===== src/rtl/sdclk_pkg.sv =====
package sdclk_pkg;
  localparam int PRE_W  = 8;
  localparam int DIV_W  = 4;
  localparam int RAT_W  = PRE_W + DIV_W + 1;
  localparam int SETTLE = 2;
endpackage


===== src/rtl/sdclk_ratio.sv =====
module sdclk_ratio #(
  parameter int PRE_W = 8,
  parameter int DIV_W = 4,
  localparam int RAT_W = PRE_W + DIV_W + 1,
  localparam int SH_W  = $clog2(PRE_W + 2)
) (
  input  logic [PRE_W-1:0] pre_code_i,
  input  logic [DIV_W-1:0] div_code_i,
  input  logic             ddr_i,
  output logic [RAT_W-1:0] ratio_o
);
  logic            hit;
  logic [SH_W-1:0] top_idx;
  logic [SH_W-1:0] shift;
  logic [RAT_W-1:0] lin;
  logic [RAT_W-1:0] full;

  // priority pick of the highest set prescaler bit (one-hot power of two)
  always_comb begin
    hit     = 1'b0;
    top_idx = '0;
    for (int i = PRE_W - 1; i >= 0; i--) begin
      if (!hit && pre_code_i[i]) begin
        hit     = 1'b1;
        top_idx = SH_W'(i);
      end
    end
    if (!hit)      shift = '0;
    else if (ddr_i) shift = top_idx;
    else           shift = top_idx + SH_W'(1);
    lin     = RAT_W'(div_code_i) + RAT_W'(1);
    full    = lin << shift;
    ratio_o = (full < RAT_W'(2)) ? RAT_W'(2) : full;
  end
endmodule


===== src/rtl/sdclk_phase.sv =====
module sdclk_phase #(
  parameter int RAT_W = 13
) (
  input  logic             clk_i,
  input  logic             rst_i,
  input  logic             en_i,
  input  logic [RAT_W-1:0] ratio_i,
  output logic             card_clk_o,
  output logic             rise_o,
  output logic             run_o,
  output logic             at_end_o,
  output logic             mismatch_o
);
  logic             run_q;
  logic             clk_q;
  logic             rise_q;
  logic [RAT_W-1:0] pos_q;
  logic [RAT_W-1:0] ratio_q;

  assign at_end_o   = run_q && (pos_q == ratio_q - RAT_W'(1));
  assign mismatch_o = (ratio_i != ratio_q);
  assign run_o      = run_q;
  assign card_clk_o = clk_q;
  assign rise_o     = rise_q;

  always_ff @(posedge clk_i) begin
    if (rst_i) begin
      run_q   <= 1'b0;
      clk_q   <= 1'b0;
      rise_q  <= 1'b0;
      pos_q   <= '0;
      ratio_q <= RAT_W'(2);
    end else if (!en_i) begin
      run_q   <= 1'b0;
      clk_q   <= 1'b0;
      rise_q  <= 1'b0;
      pos_q   <= '0;
      ratio_q <= ratio_i;
    end else if (!run_q || at_end_o) begin
      // period boundary: the low phase has just ended, safe point to retarget
      run_q   <= 1'b1;
      clk_q   <= 1'b1;
      rise_q  <= 1'b1;
      pos_q   <= '0;
      ratio_q <= ratio_i;
    end else begin
      pos_q  <= pos_q + RAT_W'(1);
      clk_q  <= (pos_q + RAT_W'(1)) < (ratio_q >> 1);
      rise_q <= 1'b0;
    end
  end

  p_retarget_at_edge_r8: assert property (@(posedge clk_i) disable iff (rst_i)
    (ratio_q != $past(ratio_q)) |-> (rise_q || !run_q));
  p_rise_marks_edge_r6: assert property (@(posedge clk_i) disable iff (rst_i)
    $rose(clk_q) |-> rise_q);
  p_rise_after_low_r5: assert property (@(posedge clk_i) disable iff (rst_i)
    rise_q |-> !$past(clk_q));
endmodule


===== src/rtl/sdclk_settle.sv =====
module sdclk_settle #(
  parameter int SETTLE = 2,
  localparam int PER_W = $clog2(SETTLE + 1)
) (
  input  logic clk_i,
  input  logic rst_i,
  input  logic en_i,
  input  logic run_i,
  input  logic at_end_i,
  input  logic mismatch_i,
  input  logic rise_i,
  output logic stable_o
);
  logic [PER_W-1:0] per_q;
  logic             stable_q;

  assign stable_o = stable_q;

  always_ff @(posedge clk_i) begin
    if (rst_i || !en_i || !run_i) begin
      per_q    <= '0;
      stable_q <= 1'b0;
    end else if (at_end_i) begin
      if (mismatch_i) begin
        per_q    <= '0;
        stable_q <= 1'b0;
      end else begin
        if (int'(per_q) < SETTLE) per_q <= per_q + PER_W'(1);
        stable_q <= (int'(per_q) + 1 >= SETTLE);
      end
    end else begin
      stable_q <= stable_q && !mismatch_i;
    end
  end

  p_stable_with_edge_r10: assert property (@(posedge clk_i) disable iff (rst_i)
    $rose(stable_q) |-> rise_i);
  p_pending_clears_r9: assert property (@(posedge clk_i) disable iff (rst_i)
    (run_i && mismatch_i) |=> !stable_q);
endmodule


===== src/rtl/sdclk_divider.sv =====
module sdclk_divider
  import sdclk_pkg::*;
(
  input  logic             clk_i,
  input  logic             rst_i,
  input  logic [PRE_W-1:0] pre_code_i,
  input  logic [DIV_W-1:0] div_code_i,
  input  logic             clk_en_i,
  input  logic             ddr_i,
  output logic             card_clk_o,
  output logic             card_rise_o,
  output logic             card_stable_o
);
  logic [RAT_W-1:0] ratio;
  logic run, at_end, mismatch;

  sdclk_ratio #(.PRE_W(PRE_W), .DIV_W(DIV_W)) u_ratio (
    .pre_code_i(pre_code_i), .div_code_i(div_code_i), .ddr_i(ddr_i),
    .ratio_o(ratio));

  sdclk_phase #(.RAT_W(RAT_W)) u_phase (
    .clk_i(clk_i), .rst_i(rst_i), .en_i(clk_en_i), .ratio_i(ratio),
    .card_clk_o(card_clk_o), .rise_o(card_rise_o), .run_o(run),
    .at_end_o(at_end), .mismatch_o(mismatch));

  sdclk_settle #(.SETTLE(SETTLE)) u_settle (
    .clk_i(clk_i), .rst_i(rst_i), .en_i(clk_en_i), .run_i(run),
    .at_end_i(at_end), .mismatch_i(mismatch), .rise_i(card_rise_o),
    .stable_o(card_stable_o));

  p_off_quiet_r7: assert property (@(posedge clk_i) disable iff (rst_i)
    !clk_en_i |=> (!card_clk_o && !card_rise_o && !card_stable_o));
endmodule


===== config.mk =====
export PLATFORM = sky130hd
export DESIGN_NAME = sdclk_divider
export DESIGN_NICKNAME = d
export VERILOG_FILES = /design/src/rtl/sdclk_pkg.sv /design/src/rtl/sdclk_ratio.sv /design/src/rtl/sdclk_phase.sv /design/src/rtl/sdclk_settle.sv /design/src/rtl/sdclk_divider.sv
export SDC_FILE = /design/constraint.sdc
export NUM_CORES = 1
export LEC_CHECK = 0
export BUFFER_PORTS_ARGS = -buffer_cell sky130_fd_sc_hd__buf_4
export CORE_MARGIN = 2
export CORE_UTILIZATION = 60
export CTS_BUF_LIST = sky130_fd_sc_hd__clkbuf_8
export DETAILED_ROUTE_END_ITERATION = 6
export HOLD_SLACK_MARGIN = 0.12
export PLACE_DENSITY = 0.79
export SETUP_SLACK_MARGIN = 0.1
export SYNTH_ARGS = -nofsm -noshare
export SYNTH_HDL_FRONTEND = slang
export SYNTH_SLANG_ARGS = --single-unit

===== constraint.sdc =====
create_clock -name clk_i -period 4.05 [get_ports clk_i]
set_input_delay 0 -clock clk_i [delete_from_list [all_inputs] [get_ports clk_i]]
set_output_delay 0 -clock clk_i [all_outputs]
set_load 0.02 [all_outputs]

* Yosys cells after proc, flatten, opt, wreduce, memory -nomap -nowiden
Index checks and enable logic that the tools add are counted.
** Word-level totals
- Register bits after elaboration :: 32
- Latch bits :: 0
- Bits in writable memories :: 0
- ROM bits :: 0
- Input port bits :: 16
- Output and inout port bits :: 3
- Word-level logic and storage cells :: 75
- Memories :: 0
** Operators by class
- Add/sub/neg operators :: 6
- $mul :: 0
- Divide/modulo/power cells :: 0
- Order comparisons :: 4
- Equal/unequal tests :: 3
- Shift operators :: 1
- Mux-type cells :: 27
- Bitwise logic cells :: 1
- Reduce and logical (&&, ||, !) cells :: 26
** Operators by type and width (number)
- $mux W13 :: 3
- $ge A32 B3 Y1 const B :: 1
- $mux W3 :: 8
- $add A13 B1 Y13 const B :: 1
- $eq A13 B13 Y1 :: 1
- $lt A13 B12 Y1 :: 1
- $lt A13 B2 Y1 const B :: 1
- $ne A13 B13 Y1 :: 1
- $shl A13 B4 Y13 :: 1
- $sub A13 B1 Y13 const B :: 1
- $mux W1 :: 12
- $logic_not A1 Y1 :: 10
- $logic_and A1 B1 Y1 :: 9
- $mux W4 :: 2
- $add A4 B1 Y5 const B :: 1
- $add A3 B1 Y4 const B :: 1
- $mux W2 :: 2
- $add A2 B1 Y3 const B :: 1
- $logic_or A1 B1 Y1 :: 3
- $reduce_or A3 Y1 :: 1
- $add A2 B1 Y2 const B :: 1
- $lt A2 B2 Y1 const B :: 1
- $ne A2 B1 Y1 const B :: 1
- $reduce_and A2 Y1 :: 1
- other kinds (3) :: 3

* Logic depth before layout (Yosys ltp)
- Depth after elaboration :: 32
- Gate-level depth with buffers :: 16
- Gate-level depth less buffers :: 15

* Modules after synthesis
Synthesis repeated with hierarchy kept, for this count alone.
** Second synthesis, totals
- Cells, all modules :: 384
- Area, all modules :: 3133.0 µm²
** Modules (own cells, without submodules)
- sdclk_phase :: times used 1, cells each 241, area each 2118.3 µm², seq. area each 580.6 µm²
- sdclk_ratio :: times used 1, cells each 128, area each 858.3 µm², seq. area each 0.0 µm²
- sdclk_settle :: times used 1, cells each 15, area each 156.4 µm², seq. area each 60.1 µm²

* Worst setup path before layout
OpenSTA, ideal clock, no wires.
- Path type :: reg-to-reg
- Start point :: register u_phase.ratio_q[0]
- End point :: register u_phase.ratio_q[12]
- Library setup time :: 0.127 ns
- Arrival :: 3.172 ns
- Data required time :: 3.923 ns
- Path slack :: 0.751 ns
- Cell stages (with the launch flop) :: 17
- Buffers on the path :: 3
- Clock period less this slack :: 3.299 ns
- Cells stage by stage :: dfxtp_1 clkbuf_1 inv_1 ha_1 or3b_1 or4_1 clkbuf_1 nor4_1 a31oi_1 o32ai_1 o21ai_1 nor3_1 nand3b_1 buf_1 nor2_1 a21oi_1 nor2_1
** On the way
- Longest elaborated chain between the ends :: 5
** RTL lines
- start: declaration :: line sdclk_phase.sv:18 : logic [RAT_W-1:0] ratio_q;
- start signal: assignment :: line sdclk_phase.sv:38 : ratio_q <= ratio_i;
- start signal: assignment :: line sdclk_phase.sv:45 : ratio_q <= ratio_i;
- $sub A13 B1 Y13 :: line sdclk_phase.sv:20 : assign at_end_o = run_q && (pos_q == ratio_q - RAT_W'(1));
- $eq A13 B13 Y1 :: line sdclk_phase.sv:20
- $logic_and A1 B1 Y1 :: line sdclk_phase.sv:20
- $logic_or A1 B1 Y1 :: line sdclk_phase.sv:39 : end else if (!run_q || at_end_o) begin
- $ne A2 B1 Y1 (no line)
No other way between the ends.
A chain may end at the register's enable or synchronous reset.

* Worst setup path in the final report
- Start point :: register u_phase.ratio_q[1]
- End point :: register u_phase.ratio_q[10]
The elaborated chain is that of the path after synthesis.

==> flow_summary.json <==
{
  "power.share.sequential": 0.345,
  "rsz0062_at_grt": "no",
  "synth-edff-count": 0,
  "peakVddDrop_mv": 0.135,
  "critPathRequiredTime_ns": 4.25,
  "detail-route-antenna-nets": 0,
  "worst_pin_slew_ns": 0.989,
  "cts_max_level": 2,
  "cts_buffers": 5,
  "cts-root-buf": "clkbuf_8",
  "synthFlopType": "dfxtp_1",
  "highest_layer": "met4",
  "antenna_cells": 0,
  "worstReg2RegStart": "u_phase.ratio_q[1]",
  "slowest_stage": "or4_1",
  "maxCapViolations": 0,
  "fin_skew_ns": 0.00786,
  "die-area_um2": 5630,
  "grt_max_degree": 15,
  "nets": 453,
  "critPathKind": "reg -> reg",
  "wl_per_cell_um": 15.4,
  "min_period_over_period": 0.876,
  "powerDensity_nw_per_um2": 300,
  "route.met2.wl_um": 3360,
  "cpLargestDelayFamily": "simple AND/OR/NAND/NOR gates",
  "pwr-share-clk": 0.302,
  "slew-limit-headroom": 0.335,
  "cp_cell_sequence": "inv_1, ha_1, or3b_1, or4_1, nor4_1, a31oi_1, o32ai_1, o21ai_1, nor3_1, nand3b_1, buf_4, nor2_1, a211oi_1",
  "antenna_found_initial": 0,
  "cts_setup_buffers": 0,
  "clockBufferDepth": 2,
  "via_count": 3007,
  "initial_core_util": 0.632,
  "crit_fanout": 13,
  "routed_wl_um": 7550,
  "via_per_inst": 6.15,
  "chipWidth_um": 75.0,
  "path_buf_inv": 2,
  "start_kind": "register",
  "overflow": 0,
  "reg2reg_depth": 13,
  "die_y_um": 75.0,
  "clock_latency_ns": 0.29,
  "finalMaxSlewViolations": 0,
  "drc": 0,
  "drt-met1-wl_um": 3560,
  "synth.avg_cell_area_um2": 7.38,
  "first_iter_violations": 241,
  "hold_start": "div_code_i[0]",
  "io_pins": 19,
  "switching_power_uw": 346,
  "min_path_cells": 4,
  "p_int_uw": 652,
  "fin_area_um2": 3330,
  "grt_pass1_vias": 2702,
  "synth_top_area_cell": "dfxtp_1",
  "finalHoldViolations": 0,
  "r2r_end": "u_phase.ratio_q[10]",
  "syn_nets": 442,
  "synth_area_um2": 3030,
  "cts.reportedPaths.clkPinSlew_ns": 0.07,
  "layout-drive-gt1-share": 0.116,
  "ys_seq_area_frac": 0.212,
  "crit_path_end_kind": "register",
  "synth.distinct_cells": 65,
  "critPathArrivalTime_ns": 3.75,
  "finalSetupTns_ns": 0,
  "status": "complete, no violations",
  "yosys_warnings": 0,
  "postPlaceCellArea_um2": 3200,
  "synthTopCellsByArea": "dfxtp_1 21%, ha_1 6.6%, xnor2_1 6.1%, nor2_1 5.8%, xor2_1 4.3%",
  "power_frac_comb": 0.353,
  "min_path_type": "in -> reg",
  "timing.fmax_mhz": 282,
  "portBuffers": 18,
  "dpl.hpwl_um": 5830,
  "place.gp.congestion": 0.951,
  "total_leakage_power_nw": 1.32,
  "r2r_slack_ns": 0.50,
  "grt_pass1_wl_um": 12400,
  "grt_use_total": 0.283,
  "switching_share": 0.347,
  "synth_cells": 410,
  "firstDrtPassIters": 5,
  "setup_viol": 0,
  "area_growth_pct": 10.0,
  "min_to": "u_phase.ratio_q[8]",
  "critPathMaxStageDelay_ns": 0.53,
  "core_area_um2": 4790,
  "clock-sinks": 32,
  "num_rows": 25,
  "dr_wl_met3_um": 475,
  "yosysTopAreaCellShare": 0.212,
  "period_needed_ns": 3.55,
  "cts_tree": "done",
  "ys_ff_latch": 32,
  "ys_async_sr_fraction": 0
}
## placed cells by master (no fill, tap or decap), types with 16 or more instances in the layout
cell / n
a21oi_1: 23
buf_4: 26
dfxtp_1: 32
ha_1: 16
inv_1: 22
nand2_1: 24
nand3_1: 20
nor2_1: 47
nor2b_1: 16
nor3_1: 21
xnor2_1: 21
## tightest hold or removal path: cells and delay by family
kind | cells | cell delay, ns
simple gates | 1 | 0.04
buf+inv | 1 | 0.14
compound gates | 2 | 0.22
## power groups by stage
stage / Clock [mW] / Combinational [mW] / Sequential (mW)
after floorplan: 0 / 0.264 / 0.346
after global placement: 0 / 0.340 / 0.351
after detailed placement: 0 / 0.342 / 0.351
after CTS: 0.306 / 0.346 / 0.344
after global routing: 0.317 / 0.389 / 0.347
final: 0.301 / 0.352 / 0.345
## Yosys cell counts (all sizes together), types with 3 or more instances
| library cell | number |
|---|---|
| xnor2 | 21 |
| nor4 | 10 |
| a221oi | 3 |
| dfxtp | 32 |
| buf | 5 |
| a21oi | 24 |
| clkbuf | 19 |
| nor3 | 21 |
| a21o | 3 |
| inv | 21 |
| a211oi | 4 |
| nand3 | 20 |
| o31ai | 8 |
| nor2b | 16 |
| or2 | 6 |
| nand2 | 24 |
| o211a | 3 |
| o21ai | 14 |
| ha | 16 |
| or3 | 4 |
| or4 | 5 |
| nand4 | 3 |
| nand2b | 4 |
| o22ai | 3 |
| and3 | 10 |
| o21a | 6 |
| xor2 | 15 |
| mux2i | 4 |
| o211ai | 4 |
| nor2 | 47 |
| a31oi | 8 |
## stage by stage
stage	power (mW)	setup WS (ns)	util	std cells	hold WS, ns
finish	0.998	0.503	0.696	489	0.164
global route	1.05	0.202	0.696	489	0.186
detailed placement	0.694	0.316	0.669	479	0.294
global placement	0.691	0.546	0.669	479	0.291
floorplan	0.610	0.751	-	410	0.0716
CTS	0.996	0.544	0.696	489	0.153
## metal layers
layer,vias to the layer above,global-route usage
met4,0,0.0933
li1,1509,-
met5,-,0
met1,1367,0.389
met2,112,0.459
met3,19,0.0388
## flip-flops by register name, indices dropped and copies added (netlist names)
register / cells
u_phase.ratio_q: 13
u_settle.per_q: 2
u_phase.run_o: 1
u_phase.card_clk_o: 1
u_phase.rise_o: 1
u_settle.stable_o: 1
u_phase.pos_q: 13
## cells by family (layout without fill, tap and decap cells)
| group | after synthesis | count (layout) | share of synthesized area |
|---|---|---|---|
| AO/OA/AOI/OAI | 100 | 100 | 0.234 |
| XOR/XNOR | 36 | 36 | 0.104 |
| adder cells (fa/ha/maj) | 16 | 16 | 0.0662 |
| buffers and inverters | 45 | 57 | 0.0600 |
| flip-flops | 32 | 32 | 0.212 |
| multiplexers | 6 | 6 | 0.0207 |
| AND/OR/NAND/NOR | 175 | 175 | 0.303 |
## how the worst max path moves through the flow
stage | slack (ns) | depth (start not counted) | endpoint | startpoint
after floorplan | 0.75 | 16 | u_phase.ratio_q[12] | u_phase.ratio_q[0]
after global placement | 0.55 | 15 | u_settle.stable_o | pre_code_i[6]
after detailed placement | 0.32 | 15 | u_settle.per_q[1] | pre_code_i[6]
after CTS | 0.54 | 14 | u_phase.ratio_q[9] | u_phase.ratio_q[1]
after global routing | 0.20 | 13 | u_phase.ratio_q[10] | u_phase.ratio_q[1]
final | 0.50 | 13 | u_phase.ratio_q[10] | u_phase.ratio_q[1]
## cell type report
type | instances | area (um2)
multi-input cells | 333 | 2200
fillers | 413 | 1460
flip-flops and latches | 32 | 641
repair buffers | 28 | 215
well taps | 67 | 83.8
inverters | 21 | 78.8
clock buffers | 5 | 68.8
clock inverters | 3 | 38.8
## repair_timing
| item | CTS | global route |
|---|---|---|
| hold buffers | 2 | 0 |
| gates resized for setup | 0 | 0 |
| hold endpoints to repair | 13 | 0 |
No activity file was read; power rests on OpenSTA's default activity.
